--- config.mk ---
export PLATFORM = sky130hd
export DESIGN_NAME = rxring_writer
export DESIGN_NICKNAME = d
export VERILOG_FILES = /design/src/rtl/rxr_pkg.sv /design/src/rtl/rxr_regs.sv /design/src/rtl/rxr_beat_lanes.sv /design/src/rtl/rxr_engine.sv /design/src/rtl/rxring_writer.sv
export SDC_FILE = /design/constraint.sdc
export NUM_CORES = 1
export LEC_CHECK = 0
export ABC_AREA = 1
export BUFFER_PORTS_ARGS = -buffer_cell sky130_fd_sc_hd__buf_4
export CAP_MARGIN = 25
export CORE_UTILIZATION = 56
export CTS_CLUSTER_DIAMETER = 120
export DETAILED_ROUTE_END_ITERATION = 8
export PLACE_DENSITY_LB_ADDON = 0.15
export SLEW_MARGIN = 10
export SYNTH_ARGS = -nofsm -noshare
export SYNTH_HDL_FRONTEND = slang
export SYNTH_SLANG_ARGS = --single-unit
--- constraint.sdc ---
create_clock -name clk -period 3.6 [get_ports clk]
set_input_delay 0.9 -clock clk [delete_from_list [all_inputs] [get_ports clk]]
set_output_delay 0.9 -clock clk [all_outputs]
set_load 0.01 [all_outputs]
--- src/rtl/rxr_pkg.sv ---
package rxr_pkg;
  localparam int WORD_W   = 32;
  localparam int OWN_BIT  = 31;
  localparam int WRAP_BIT = 30;
  localparam int CONT_BIT = 27;
  localparam int LEN_MSB  = 12;
  localparam int DESC_BYTES = 8;

  typedef enum logic [3:0] {
    ST_IDLE,
    ST_RD_W0,
    ST_RD_W1,
    ST_FILL,
    ST_WR_DATA,
    ST_RD_NEXT,
    ST_WR_STAT,
    ST_WR_FIRST,
    ST_DROP
  } eng_state_t;

  typedef struct packed {
    logic              req;
    logic              we;
    logic [WORD_W-1:0] addr;
    logic [WORD_W-1:0] wdata;
    logic [3:0]        be;
  } mem_cmd_t;
endpackage

--- src/rtl/rxr_regs.sv ---
module rxr_regs #(
  parameter int REG_AW    = 8,
  parameter int OFS_START = 4,
  parameter int OFS_CUR   = 8
) (
  input  logic                      clk,
  input  logic                      rst,
  input  logic                      reg_wr,
  input  logic                      reg_rd,
  input  logic [REG_AW-1:0]         reg_addr,
  input  logic [rxr_pkg::WORD_W-1:0] reg_wdata,
  output logic [rxr_pkg::WORD_W-1:0] reg_rdata,
  input  logic                      cur_we,
  input  logic [rxr_pkg::WORD_W-1:0] cur_wdata,
  output logic [rxr_pkg::WORD_W-1:0] start_addr,
  output logic [rxr_pkg::WORD_W-1:0] cur_addr
);
  localparam logic [REG_AW-1:0] A_START = REG_AW'(OFS_START);
  localparam logic [REG_AW-1:0] A_CUR   = REG_AW'(OFS_CUR);

  always_ff @(posedge clk) begin
    if (rst) begin
      start_addr <= '0;
      cur_addr   <= '0;
      reg_rdata  <= '0;
    end else begin
      if (reg_wr && reg_addr == A_START) start_addr <= reg_wdata;
      if (cur_we)
        cur_addr <= cur_wdata;
      else if (reg_wr && reg_addr == A_CUR)
        cur_addr <= reg_wdata;
      if (reg_rd) begin
        if (reg_addr == A_START)    reg_rdata <= start_addr;
        else if (reg_addr == A_CUR) reg_rdata <= cur_addr;
        else                        reg_rdata <= '0;
      end
    end
  end
endmodule

--- src/rtl/rxr_beat_lanes.sv ---
module rxr_beat_lanes #(
  parameter int LANES = 4
) (
  input  logic                         last,
  input  logic [$clog2(LANES+1)-1:0]   nbytes,
  output logic [$clog2(LANES+1)-1:0]   count,
  output logic [LANES-1:0]             be
);
  localparam int NW = $clog2(LANES+1);

  always_comb begin
    if (last && nbytes != '0 && nbytes <= NW'(LANES)) count = nbytes;
    else                                              count = NW'(LANES);
  end

  for (genvar i = 0; i < LANES; i++) begin : g_lane
    assign be[LANES-1-i] = (NW'(i) < count);
  end
endmodule

--- src/rtl/rxr_engine.sv ---
module rxr_engine
  import rxr_pkg::*;
#(
  parameter int MAX_BYTES = 8192,
  parameter int CRC_W     = 3
) (
  input  logic              clk,
  input  logic              rst,
  input  logic [WORD_W-1:0] start_addr,
  input  logic [WORD_W-1:0] cur_addr,
  input  logic [CRC_W-1:0]  crc_bytes,
  input  logic              in_valid,
  input  logic [WORD_W-1:0] in_data,
  input  logic              in_last,
  input  logic [2:0]        beat_n,
  input  logic [3:0]        beat_be,
  output logic              in_ready,
  output logic              cur_we,
  output logic [WORD_W-1:0] cur_wdata,
  output logic              mem_req,
  output logic              mem_we,
  output logic [WORD_W-1:0] mem_addr,
  output logic [WORD_W-1:0] mem_wdata,
  output logic [3:0]        mem_be,
  input  logic              mem_ack,
  input  logic [WORD_W-1:0] mem_rdata,
  output logic              irq
);
  localparam int CNT_W = $clog2(MAX_BYTES + 1);
  localparam logic [CNT_W-1:0] MAX_CNT = CNT_W'(MAX_BYTES);

  eng_state_t        st;
  mem_cmd_t          cmd;
  logic [WORD_W-1:0] desc_addr, nxt_addr, buf_addr, first_addr, first_stat;
  logic [CNT_W-1:0]  cap, cnt, total;
  logic [2:0]        pend_n;
  logic              pend_last, is_first, wrap_f, drain_after, cont_after;

  logic              full;
  logic [CNT_W-1:0]  sum_cnt, sum_tot;
  logic [WORD_W-1:0] fin_stat, link_stat, next_of;
  logic              ack;

  function automatic mem_cmd_t rd_cmd(input logic [WORD_W-1:0] a);
    mem_cmd_t c;
    c.req = 1'b1; c.we = 1'b0; c.addr = a; c.wdata = '0; c.be = 4'hF;
    return c;
  endfunction

  function automatic mem_cmd_t wr_cmd(input logic [WORD_W-1:0] a,
                                      input logic [WORD_W-1:0] d,
                                      input logic [3:0] e);
    mem_cmd_t c;
    c.req = 1'b1; c.we = 1'b1; c.addr = a; c.wdata = d; c.be = e;
    return c;
  endfunction

  always_comb begin
    ack       = cmd.req && mem_ack;
    full      = (cnt >= cap);
    sum_cnt   = cnt + CNT_W'(pend_n);
    sum_tot   = total + CNT_W'(pend_n);
    fin_stat  = WORD_W'(sum_cnt) + WORD_W'(crc_bytes);
    link_stat = WORD_W'(cnt);
    link_stat[CONT_BIT] = mem_rdata[OWN_BIT];
    next_of   = wrap_f ? start_addr : desc_addr + WORD_W'(DESC_BYTES);
  end

  assign in_ready  = (st == ST_FILL && !full) || st == ST_DROP;
  assign mem_req   = cmd.req;
  assign mem_we    = cmd.we;
  assign mem_addr  = cmd.addr;
  assign mem_wdata = cmd.wdata;
  assign mem_be    = cmd.be;

  always_ff @(posedge clk) begin
    if (rst) begin
      st          <= ST_IDLE;
      cmd         <= '0;
      desc_addr   <= '0;
      nxt_addr    <= '0;
      buf_addr    <= '0;
      first_addr  <= '0;
      first_stat  <= '0;
      cap         <= '0;
      cnt         <= '0;
      total       <= '0;
      pend_n      <= '0;
      pend_last   <= 1'b0;
      is_first    <= 1'b0;
      wrap_f      <= 1'b0;
      drain_after <= 1'b0;
      cont_after  <= 1'b0;
      cur_we      <= 1'b0;
      cur_wdata   <= '0;
      irq         <= 1'b0;
    end else begin
      irq    <= 1'b0;
      cur_we <= 1'b0;
      if (ack) cmd.req <= 1'b0;
      unique case (st)
        ST_IDLE: begin
          if (in_valid) begin
            if (start_addr == '0) begin
              st <= ST_DROP;
            end else begin
              desc_addr   <= cur_addr;
              first_addr  <= cur_addr;
              is_first    <= 1'b1;
              total       <= '0;
              drain_after <= 1'b0;
              cmd         <= rd_cmd(cur_addr);
              st          <= ST_RD_W0;
            end
          end
        end
        ST_RD_W0: begin
          if (ack) begin
            if (!mem_rdata[OWN_BIT]) begin
              st <= ST_DROP;
            end else begin
              cap    <= CNT_W'({mem_rdata[LEN_MSB:2], 2'b00});
              wrap_f <= mem_rdata[WRAP_BIT];
              cmd    <= rd_cmd(desc_addr + WORD_W'(4));
              st     <= ST_RD_W1;
            end
          end
        end
        ST_RD_W1: begin
          if (ack) begin
            buf_addr <= mem_rdata;
            cnt      <= '0;
            st       <= ST_FILL;
          end
        end
        ST_FILL: begin
          if (full) begin
            nxt_addr <= next_of;
            cmd      <= rd_cmd(next_of);
            st       <= ST_RD_NEXT;
          end else if (in_valid) begin
            pend_n    <= beat_n;
            pend_last <= in_last;
            cmd       <= wr_cmd(buf_addr + WORD_W'(cnt), in_data, beat_be);
            st        <= ST_WR_DATA;
          end
        end
        ST_WR_DATA: begin
          if (ack) begin
            cnt   <= sum_cnt;
            total <= sum_tot;
            if (pend_last || sum_tot == MAX_CNT) begin
              cur_we      <= 1'b1;
              cur_wdata   <= next_of;
              drain_after <= !pend_last;
              if (is_first) begin
                cmd <= wr_cmd(first_addr, fin_stat, 4'hF);
                st  <= ST_WR_FIRST;
              end else begin
                cont_after <= 1'b0;
                cmd        <= wr_cmd(desc_addr, fin_stat, 4'hF);
                st         <= ST_WR_STAT;
              end
            end else begin
              st <= ST_FILL;
            end
          end
        end
        ST_RD_NEXT: begin
          if (ack) begin
            cur_we    <= 1'b1;
            cur_wdata <= nxt_addr;
            cap       <= CNT_W'({mem_rdata[LEN_MSB:2], 2'b00});
            wrap_f    <= mem_rdata[WRAP_BIT];
            if (is_first) begin
              first_stat <= link_stat;
              if (mem_rdata[OWN_BIT]) begin
                desc_addr <= nxt_addr;
                is_first  <= 1'b0;
                cmd       <= rd_cmd(nxt_addr + WORD_W'(4));
                st        <= ST_RD_W1;
              end else begin
                drain_after <= 1'b1;
                cmd         <= wr_cmd(first_addr, link_stat, 4'hF);
                st          <= ST_WR_FIRST;
              end
            end else begin
              cont_after  <= mem_rdata[OWN_BIT];
              drain_after <= !mem_rdata[OWN_BIT];
              cmd         <= wr_cmd(desc_addr, link_stat, 4'hF);
              st          <= ST_WR_STAT;
            end
          end
        end
        ST_WR_STAT: begin
          if (ack) begin
            if (cont_after) begin
              desc_addr <= nxt_addr;
              cmd       <= rd_cmd(nxt_addr + WORD_W'(4));
              st        <= ST_RD_W1;
            end else begin
              cmd <= wr_cmd(first_addr, first_stat, 4'hF);
              st  <= ST_WR_FIRST;
            end
          end
        end
        ST_WR_FIRST: begin
          if (ack) begin
            irq <= 1'b1;
            st  <= drain_after ? ST_DROP : ST_IDLE;
          end
        end
        ST_DROP: begin
          if (in_valid && in_last) st <= ST_IDLE;
        end
        default: st <= ST_IDLE;
      endcase
    end
  end
endmodule

--- src/rtl/rxring_writer.sv ---
module rxring_writer #(
  parameter int MAX_BYTES = 8192,
  parameter int REG_AW    = 8,
  parameter int CRC_W     = 3
) (
  input  logic              clk,
  input  logic              rst,
  input  logic              reg_wr,
  input  logic              reg_rd,
  input  logic [REG_AW-1:0] reg_addr,
  input  logic [31:0]       reg_wdata,
  output logic [31:0]       reg_rdata,
  input  logic [CRC_W-1:0]  crc_bytes,
  input  logic              in_valid,
  output logic              in_ready,
  input  logic [31:0]       in_data,
  input  logic              in_last,
  input  logic [2:0]        in_nbytes,
  output logic              mem_req,
  output logic              mem_we,
  output logic [31:0]       mem_addr,
  output logic [31:0]       mem_wdata,
  output logic [3:0]        mem_be,
  input  logic              mem_ack,
  input  logic [31:0]       mem_rdata,
  output logic              irq
);
  logic [31:0] start_addr, cur_addr, cur_wdata;
  logic        cur_we;
  logic [2:0]  beat_n;
  logic [3:0]  beat_be;

  rxr_regs #(.REG_AW(REG_AW), .OFS_START(4), .OFS_CUR(8)) regs_i (
    .clk(clk), .rst(rst), .reg_wr(reg_wr), .reg_rd(reg_rd),
    .reg_addr(reg_addr), .reg_wdata(reg_wdata), .reg_rdata(reg_rdata),
    .cur_we(cur_we), .cur_wdata(cur_wdata),
    .start_addr(start_addr), .cur_addr(cur_addr)
  );

  rxr_beat_lanes #(.LANES(4)) lanes_i (
    .last(in_last), .nbytes(in_nbytes), .count(beat_n), .be(beat_be)
  );

  rxr_engine #(.MAX_BYTES(MAX_BYTES), .CRC_W(CRC_W)) eng_i (
    .clk(clk), .rst(rst), .start_addr(start_addr), .cur_addr(cur_addr),
    .crc_bytes(crc_bytes), .in_valid(in_valid), .in_data(in_data),
    .in_last(in_last), .beat_n(beat_n), .beat_be(beat_be),
    .in_ready(in_ready), .cur_we(cur_we), .cur_wdata(cur_wdata),
    .mem_req(mem_req), .mem_we(mem_we), .mem_addr(mem_addr),
    .mem_wdata(mem_wdata), .mem_be(mem_be), .mem_ack(mem_ack),
    .mem_rdata(mem_rdata), .irq(irq)
  );
endmodule

---- Word-level counts from Yosys, hierarchy flattened ----
Index checks and enable logic that the tools add are counted.
word-level totals
  flip-flop bits (word level) ............. 397
  input port bits ......................... 117
  output and inout port bits .............. 104
  logic and storage cells ................. 203
operators by class
  add/subtract/negate cells ............... 7
  magnitude comparators ................... 6
  equal/unequal tests ..................... 29
  multiplexer cells ....................... 92
  bitwise operators ....................... 3
  reductions and logical operators ........ 40
operator list
  kind                   count
  $mux 70                10
  $mux 32                15
  $pmux 70 s6            1
  $mux 69                3
  $mux 14                8
  $pmux 32 s3            1
  $pmux 14 s2            3
  $mux 68                1
  $add 32x3->32 const B  2
  $pmux 32 s2            1
  $mux 4                 13
  $pmux 4 s9             1
  $add 32x14->32         1
  $add 32x4->32 const B  1
  $logic_not 32->1       1
  $add 14x3->14          2
  $mux 1                 25
  $ne 2x1->1 const B     9
  $eq 4x3->1 const B     4
  $reduce_and 4->1       4
  $add 14x3->15          1
  $mux 3                 5
  $eq 14x14->1 const B   1
  $ge 14x14->1           1
  29 further kinds       63

---- Depth between registers and ports, before layout ----
  depth after elaboration ................. 8
  depth in mapped cells ................... 19
  mapped depth without buffers ............ 18

---- Cells and area by module ----
Synthesis repeated with hierarchy kept, for this count alone.
unflattened totals
  cells, all modules ...................... 4,062
  area total of the unflattened synthesis .. 24,355.9 um^2
by module, submodules not included
  module          instances  cells each  area each (um^2)
  rxr_engine      1          3,364       19,886.6
  rxr_regs        1          681         4,388.0
  rxr_beat_lanes  1          17          81.3

---- Worst setup path after synthesis ----
OpenSTA, ideal clock, no wires.
  path type ............................... reg-to-reg
  start ................................... reg eng_i.cnt[0]
  end ..................................... reg eng_i.cmd, in the netlist eng_i.mem_wdata[12]
  library setup time ...................... 0.111 ns
  data arrival time ....................... 2.527 ns
  setup slack ............................. 0.962 ns
  stages on the path, launching flop included .. 19
  period minus slack after synthesis ...... 2.638 ns
  cell sequence ........................... dfxtp_1 -> ha_1 -> inv_1 -> fa_1 -> xnor2_1 -> ha_1 -> inv_1 -> o21bai_1 -> inv_1 -> nor2_1 -> nand3_1 -> nor2_1 -> nand2_1 -> nor2_1 -> nand2_1 -> nand2_1 -> nor2_1 -> nor2_1 -> nor2_1
on the way
  word-level cells in the longest chain between the ends .. 6
RTL lines
  element                 line               RTL
  from (decl)             rxr_engine.sv:35   logic [CNT_W-1:0] cap, cnt, total;
  from (signal assigned)  rxr_engine.sv:150  cnt <= sum_cnt;
  $add 14x3->14           rxr_engine.sv:61   sum_cnt = cnt + CNT_W'(pend_n);
  $add 14x3->15           rxr_engine.sv:63   fin_stat = WORD_W'(sum_cnt) + WORD_W'(crc_bytes);
  $mux 68                 rxr_engine.sv:156  if (is_first) begin
  $mux 70                 rxr_engine.sv:152  if (pend_last || sum_tot == MAX_CNT) begin
  $mux 70                 rxr_engine.sv:149  if (ack) begin
  $pmux 70 s6             rxr_engine.sv:101  unique case (st)
  to (signal assigned)    rxr_engine.sv:112  cmd <= rd_cmd(cur_addr);
  to (signal assigned)    rxr_engine.sv:157  cmd <= wr_cmd(first_addr, fin_stat, 4'hF);
  to (signal assigned)    rxr_engine.sv:161  cmd <= wr_cmd(desc_addr, fin_stat, 4'hF);
  to (decl)               rxr_engine.sv:33   mem_cmd_t cmd;
Several ways; a longest one is shown, not always the timed one. The select of a mux whose other input is x is not followed.
A chain may end at the register's enable or synchronous reset.

---- Final worst setup path ----
  start ................................... reg eng_i.cnt[11]
  end ..................................... out in_ready
on the way
  word-level cells in the longest chain between the ends .. 4
RTL lines
  element            line                 RTL
  $ge 14x14->1       rxr_engine.sv:60     full = (cnt >= cap);
  $logic_not 1->1    rxr_engine.sv:69     assign in_ready = (st == ST_FILL && !full) || st == ST_DROP;
  $logic_and 1x1->1  rxr_engine.sv:69
  $logic_or 1x1->1   rxr_engine.sv:69
  to (decl)          rxring_writer.sv:15  output logic in_ready,
No other way between the ends.

==> impl_summary.txt <==
----------------------------------------------------
[STA]
  Total Neg Setup Slack ... 0 ns
  Final slew viol count ... 0
  Setup repair after global routing missed its margin ... false
  Actual transition at the worst max-transition pin ... 1.03 ns
  Period utilization ... 94.4%
  Final Critical Period ... 3.40 ns
  Smallest hold slack ... 0.460 ns
  Worst slew margin relative to its limit ... 31.1%
  Worst setup margin ... 0.203 ns
  Final hold violation count ... 0
  Final setup viols ... 0
  Clock skew ... 0.0305 ns
  Highest clock frequency the design can meet ... 0.294 GHz

[Critical path]
  Required time at the worst-slack endpoint ... 2.70 ns
  Top cell family by delay on the critical path ... simple AND/OR/NAND/NOR gates
  Cell chain of the critical path ... ha_1 -> nand2_1 -> nor3_1 -> and2_1 -> nand2_1 -> nand3_2 -> nor2_1 -> or2_2 -> buf_4
  Element type at the critical path end ... output pin
  Setup crit start kind ... register
  Worst path bufs/invs ... 1
  Beginning of the worst register-to-register path ... eng_i.cnt[0]$_SDFFE_PP0P_
  Start-to-end type of the worst setup path ... register to output pin
  R2r worst-path depth ... 16
  Reg-to-Reg End ... eng_i.mem_wdata[9]$_SDFFE_PP0P_
  Critical-path top delay cell ... dfxtp_1
  CP max FO ... 5
  Worst endpoint data arrival time ... 2.50 ns
  Crit-path max cell delay ... 0.38 ns
  Most Frequent Cell on Critical Path ... nand2_1
  Worst-case register-to-register setup slack ... 0.34 ns

[Synth]
  Synthesized netlist net count ... 4069
  Flops & latches, synth ... 394
  Netlist area before placement ... 23900 µm²
  Count of distinct cell types in the synthesized netlist ... 49
  Sequential cell area fraction in the yosys report ... 33.0%
  Main flop type after synthesis ... dfxtp_1
  Mean post-synth cell area ... 6.12 µm²
  EDFF count, synth ... 0
  Total of warnings raised by yosys ... 0
  Synthesized instance count ... 3911
  Asr flop ratio synth ... 0%

[Clock tree]
  Number of buffers inserted by post-CTS setup repair ... 0
  Bufs on Longest Clock Path ... 3
  CTS Hold Buffers Added ... 0
  Clock net sink count ... 394
  Number of CTS-inserted buffers ... 45
  Buffer type at the clock tree root ... clkbuf_16
  Clock-pin slew of the registers on the worst-case setup and hold paths ... 0.06 ns
  Number of H-tree levels ... 2
  Source-to-sink clock delay at the later pin of the worst-skew pair ... 0.60 ns
  TritonCTS clock tree ... built

[Power]
  Logic pwr share ... 25.0%
  Net switching component of the power ... 4.57 mW
  Maximum ir drop on the vdd rail ... 382 µV
  Sequential cell fraction of total power ... 37.2%
  Leak pwr ... 11.7 nW
  Internal cell power ... 8.88 mW
  Switching part of the total power ... 34.0%
  Clock share of power ... 37.8%
  Power per Cell Area ... 486 nW/µm²

[Drt]
  Detail-routed via count per cell ... 5.78
  Vias ... 26691
  Violation count after the first detailed-route iteration ... 3265
  Total DRC errors in the routed layout ... 0
  Number of detailed-routing iterations run before antenna repair ... 6
  Overall routed net length ... 88800 µm
  Antenna viol nets, final ... 0
  Wirelength per Cell ... 19.2 µm

[Global route]
  Wire length of the first global-routing pass ... 138000 µm
  Maximum number of pins on one net before global-route repair ... 113
  Initial antenna violation count ... 0
  Vias in the first global route ... 24341
  Total overflow reported by the global router ... 0
  Overall routing resource usage ... 40.1%

[Placement]
  Placed wire-length estimate ... 66200 µm
  Placement Setup Slack ... 0.350 ns
  Post-Place Cells ... 4539
  # port buffers ... 220
  GPL Wtd Cong ... 1.06

[Floorplan]
  Floorplan Core Area ... 42000 µm²
  Effective utilization at floorplan ... 56.9%
  Die Outline Area ... 43600 µm²
  Die boundary height ... 209 µm
  Die width ... 209 µm
  Count of standard-cell rows ... 75
  # IOs ... 221

[Run status]
  Result of the run ... complete, no violations

[Layout]
  Diode count ... 0
  Layout Nets ... 4205
  Synthesis-to-layout area growth ... 15.5%
  Fraction of final layout cells sized beyond drive strength 1 ... 10.6%
  Count of placed standard cells in the final layout, fillers left out ... 4620

[Hold path]
  Startpoint of the tightest hold check path ... eng_i.mem_we$_SDFFE_PP0P_
  Worst hold stages ... 2
  Worst Hold Class ... register to register
  Hold Crit Endpoint ... eng_i.mem_we$_SDFFE_PP0P_

[Run]
  Max-cap violations ... 0

----------------------------------------------------
synth_stat cells, drive strengths merged, types with 5 or more instances:
cell type / count / area [µm²]
o221ai: 26 / 228
a211oi: 12 / 90.1
nand2: 933 / 3530
nor4: 5 / 31.3
buf: 63 / 340
or2: 14 / 87.6
o21bai: 6 / 45.0
and2: 5 / 31.3
xnor2: 11 / 96.3
o21a: 6 / 45.0
a21oi: 417 / 2090
nand3: 259 / 1320
nor3: 37 / 200
ha: 37 / 463
a311oi: 5 / 43.8
a31oi: 6 / 37.5
dfxtp: 394 / 7890
clkbuf: 139 / 523
xor2: 36 / 315
clkinv: 7 / 26.3
inv: 454 / 1700
o21ai: 338 / 1700
nor2: 578 / 2200
nand4: 59 / 369
o211ai: 44 / 330
area by class of cell:
cell class,instances,area [µm²]
Clock buffer,59,1280
Tap cell,539,674
Sequential cell,394,7890
Fill cell,4066,14400
Inverter,461,1740
Clock inverter,22,335
Timing Repair Buffer,291,2230
Multi-Input combinational cell,2854,13500
metrics by stage:
stage / instance area [µm²] / utilization, % / total power [mW]
after global routing: 27700 / 65.8 / 14.0
final: 27700 / 65.8 / 13.4
after CTS: 27600 / 65.8 / 13.4
after detailed placement: 26000 / 61.9 / 8.36
after global placement: 26000 / 61.9 / 8.34
after floorplan: 23900 / - / 7.21
per-layer routing:
layer	part of all wire (%)	up-vias	GRT usage, %
li1	-	12966	-
met1	42	12026	55.0
met2	43	1430	61.4
met3	9.5	269	5.68
met4	5.3	0	20.2
met5	0	-	0
flip-flops by register name (all words and copies together), names as in the netlist, 3 cells and up:
name and count:
eng_i.buf_addr 32, eng_i.mem_be 4, eng_i.st 4, eng_i.first_addr 32
regs_i.reg_rdata 32, eng_i.cnt 14, eng_i.cap 11, eng_i.desc_addr 32
regs_i.start_addr 32, eng_i.nxt_addr 32, eng_i.mem_wdata 32, eng_i.pend_n 3
eng_i.cur_wdata 32, eng_i.total 14, eng_i.mem_addr 32, regs_i.cur_addr 32
eng_i.first_stat 15
tightest hold or removal path: stages (launching register included):
cell and delay [ns]:
dfxtp_1 0.30, nand2_1 0.06, a21oi_1 0.05
layout by cell type (no fill, tap or decap), drive strengths merged, types with 26 or more instances in the layout:
| cell type | count |
|---|---|
| xor2 | 36 |
| nand4 | 59 |
| clkbuf | 59 |
| nor3 | 37 |
| buf | 291 |
| nand2 | 933 |
| o211ai | 44 |
| ha | 37 |
| nor2 | 578 |
| inv | 457 |
| dfxtp | 394 |
| nand3 | 259 |
| o221ai | 26 |
| o21ai | 338 |
| a21oi | 417 |
cells by family (layout without fill, tap and decap cells):
family / after synthesis / in the layout / share of synthesized area [%]
XOR/XNOR: 47 / 47 / 1.72
adder cells (fa/ha/maj): 41 / 41 / 2.27
AO/OA/AOI/OAI: 870 / 870 / 19.6
buffers and inverters: 663 / 833 / 10.8
flip-flops: 394 / 394 / 33.0
AND/OR/NAND/NOR: 1896 / 1896 / 32.7
worst max path at each step:
stage,slack [ns],end,startpoint,depth (start not counted)
finish,0.20,in_ready,eng_i.cnt[11]$_SDFFE_PP0P_,9
global route,0.03,eng_i.mem_wdata[14]$_SDFFE_PP0P_,eng_i.cnt[0]$_SDFFE_PP0P_,17
CTS,0.09,in_ready,eng_i.cnt[11]$_SDFFE_PP0P_,9
detailed placement,0.35,eng_i.mem_wdata[9]$_SDFFE_PP0P_,eng_i.cnt[0]$_SDFFE_PP0P_,16
global placement,0.35,eng_i.mem_wdata[9]$_SDFFE_PP0P_,eng_i.cnt[0]$_SDFFE_PP0P_,16
floorplan,0.96,eng_i.mem_wdata[12]$_SDFFE_PP0P_,eng_i.cnt[0]$_SDFFE_PP0P_,18
timing repair:
action                                 in CTS  in global routing
endpoints found under the hold margin       0                  0
gates resized for setup                     0                  2
setup endpoints to repair                   0                  3
power groups by stage:
stage	registers, mW	clock network (mW)	logic [mW]
5_1_grt	5.03	5.24	3.72
6_report	5.01	5.08	3.36
4_1_cts	4.99	5.09	3.30
3_3_place_gp	5.08	0	3.27
3_5_place_dp	5.08	0	3.28
2_1_floorplan	5.01	0	2.21
No activity file was read; power rests on OpenSTA's default activity.
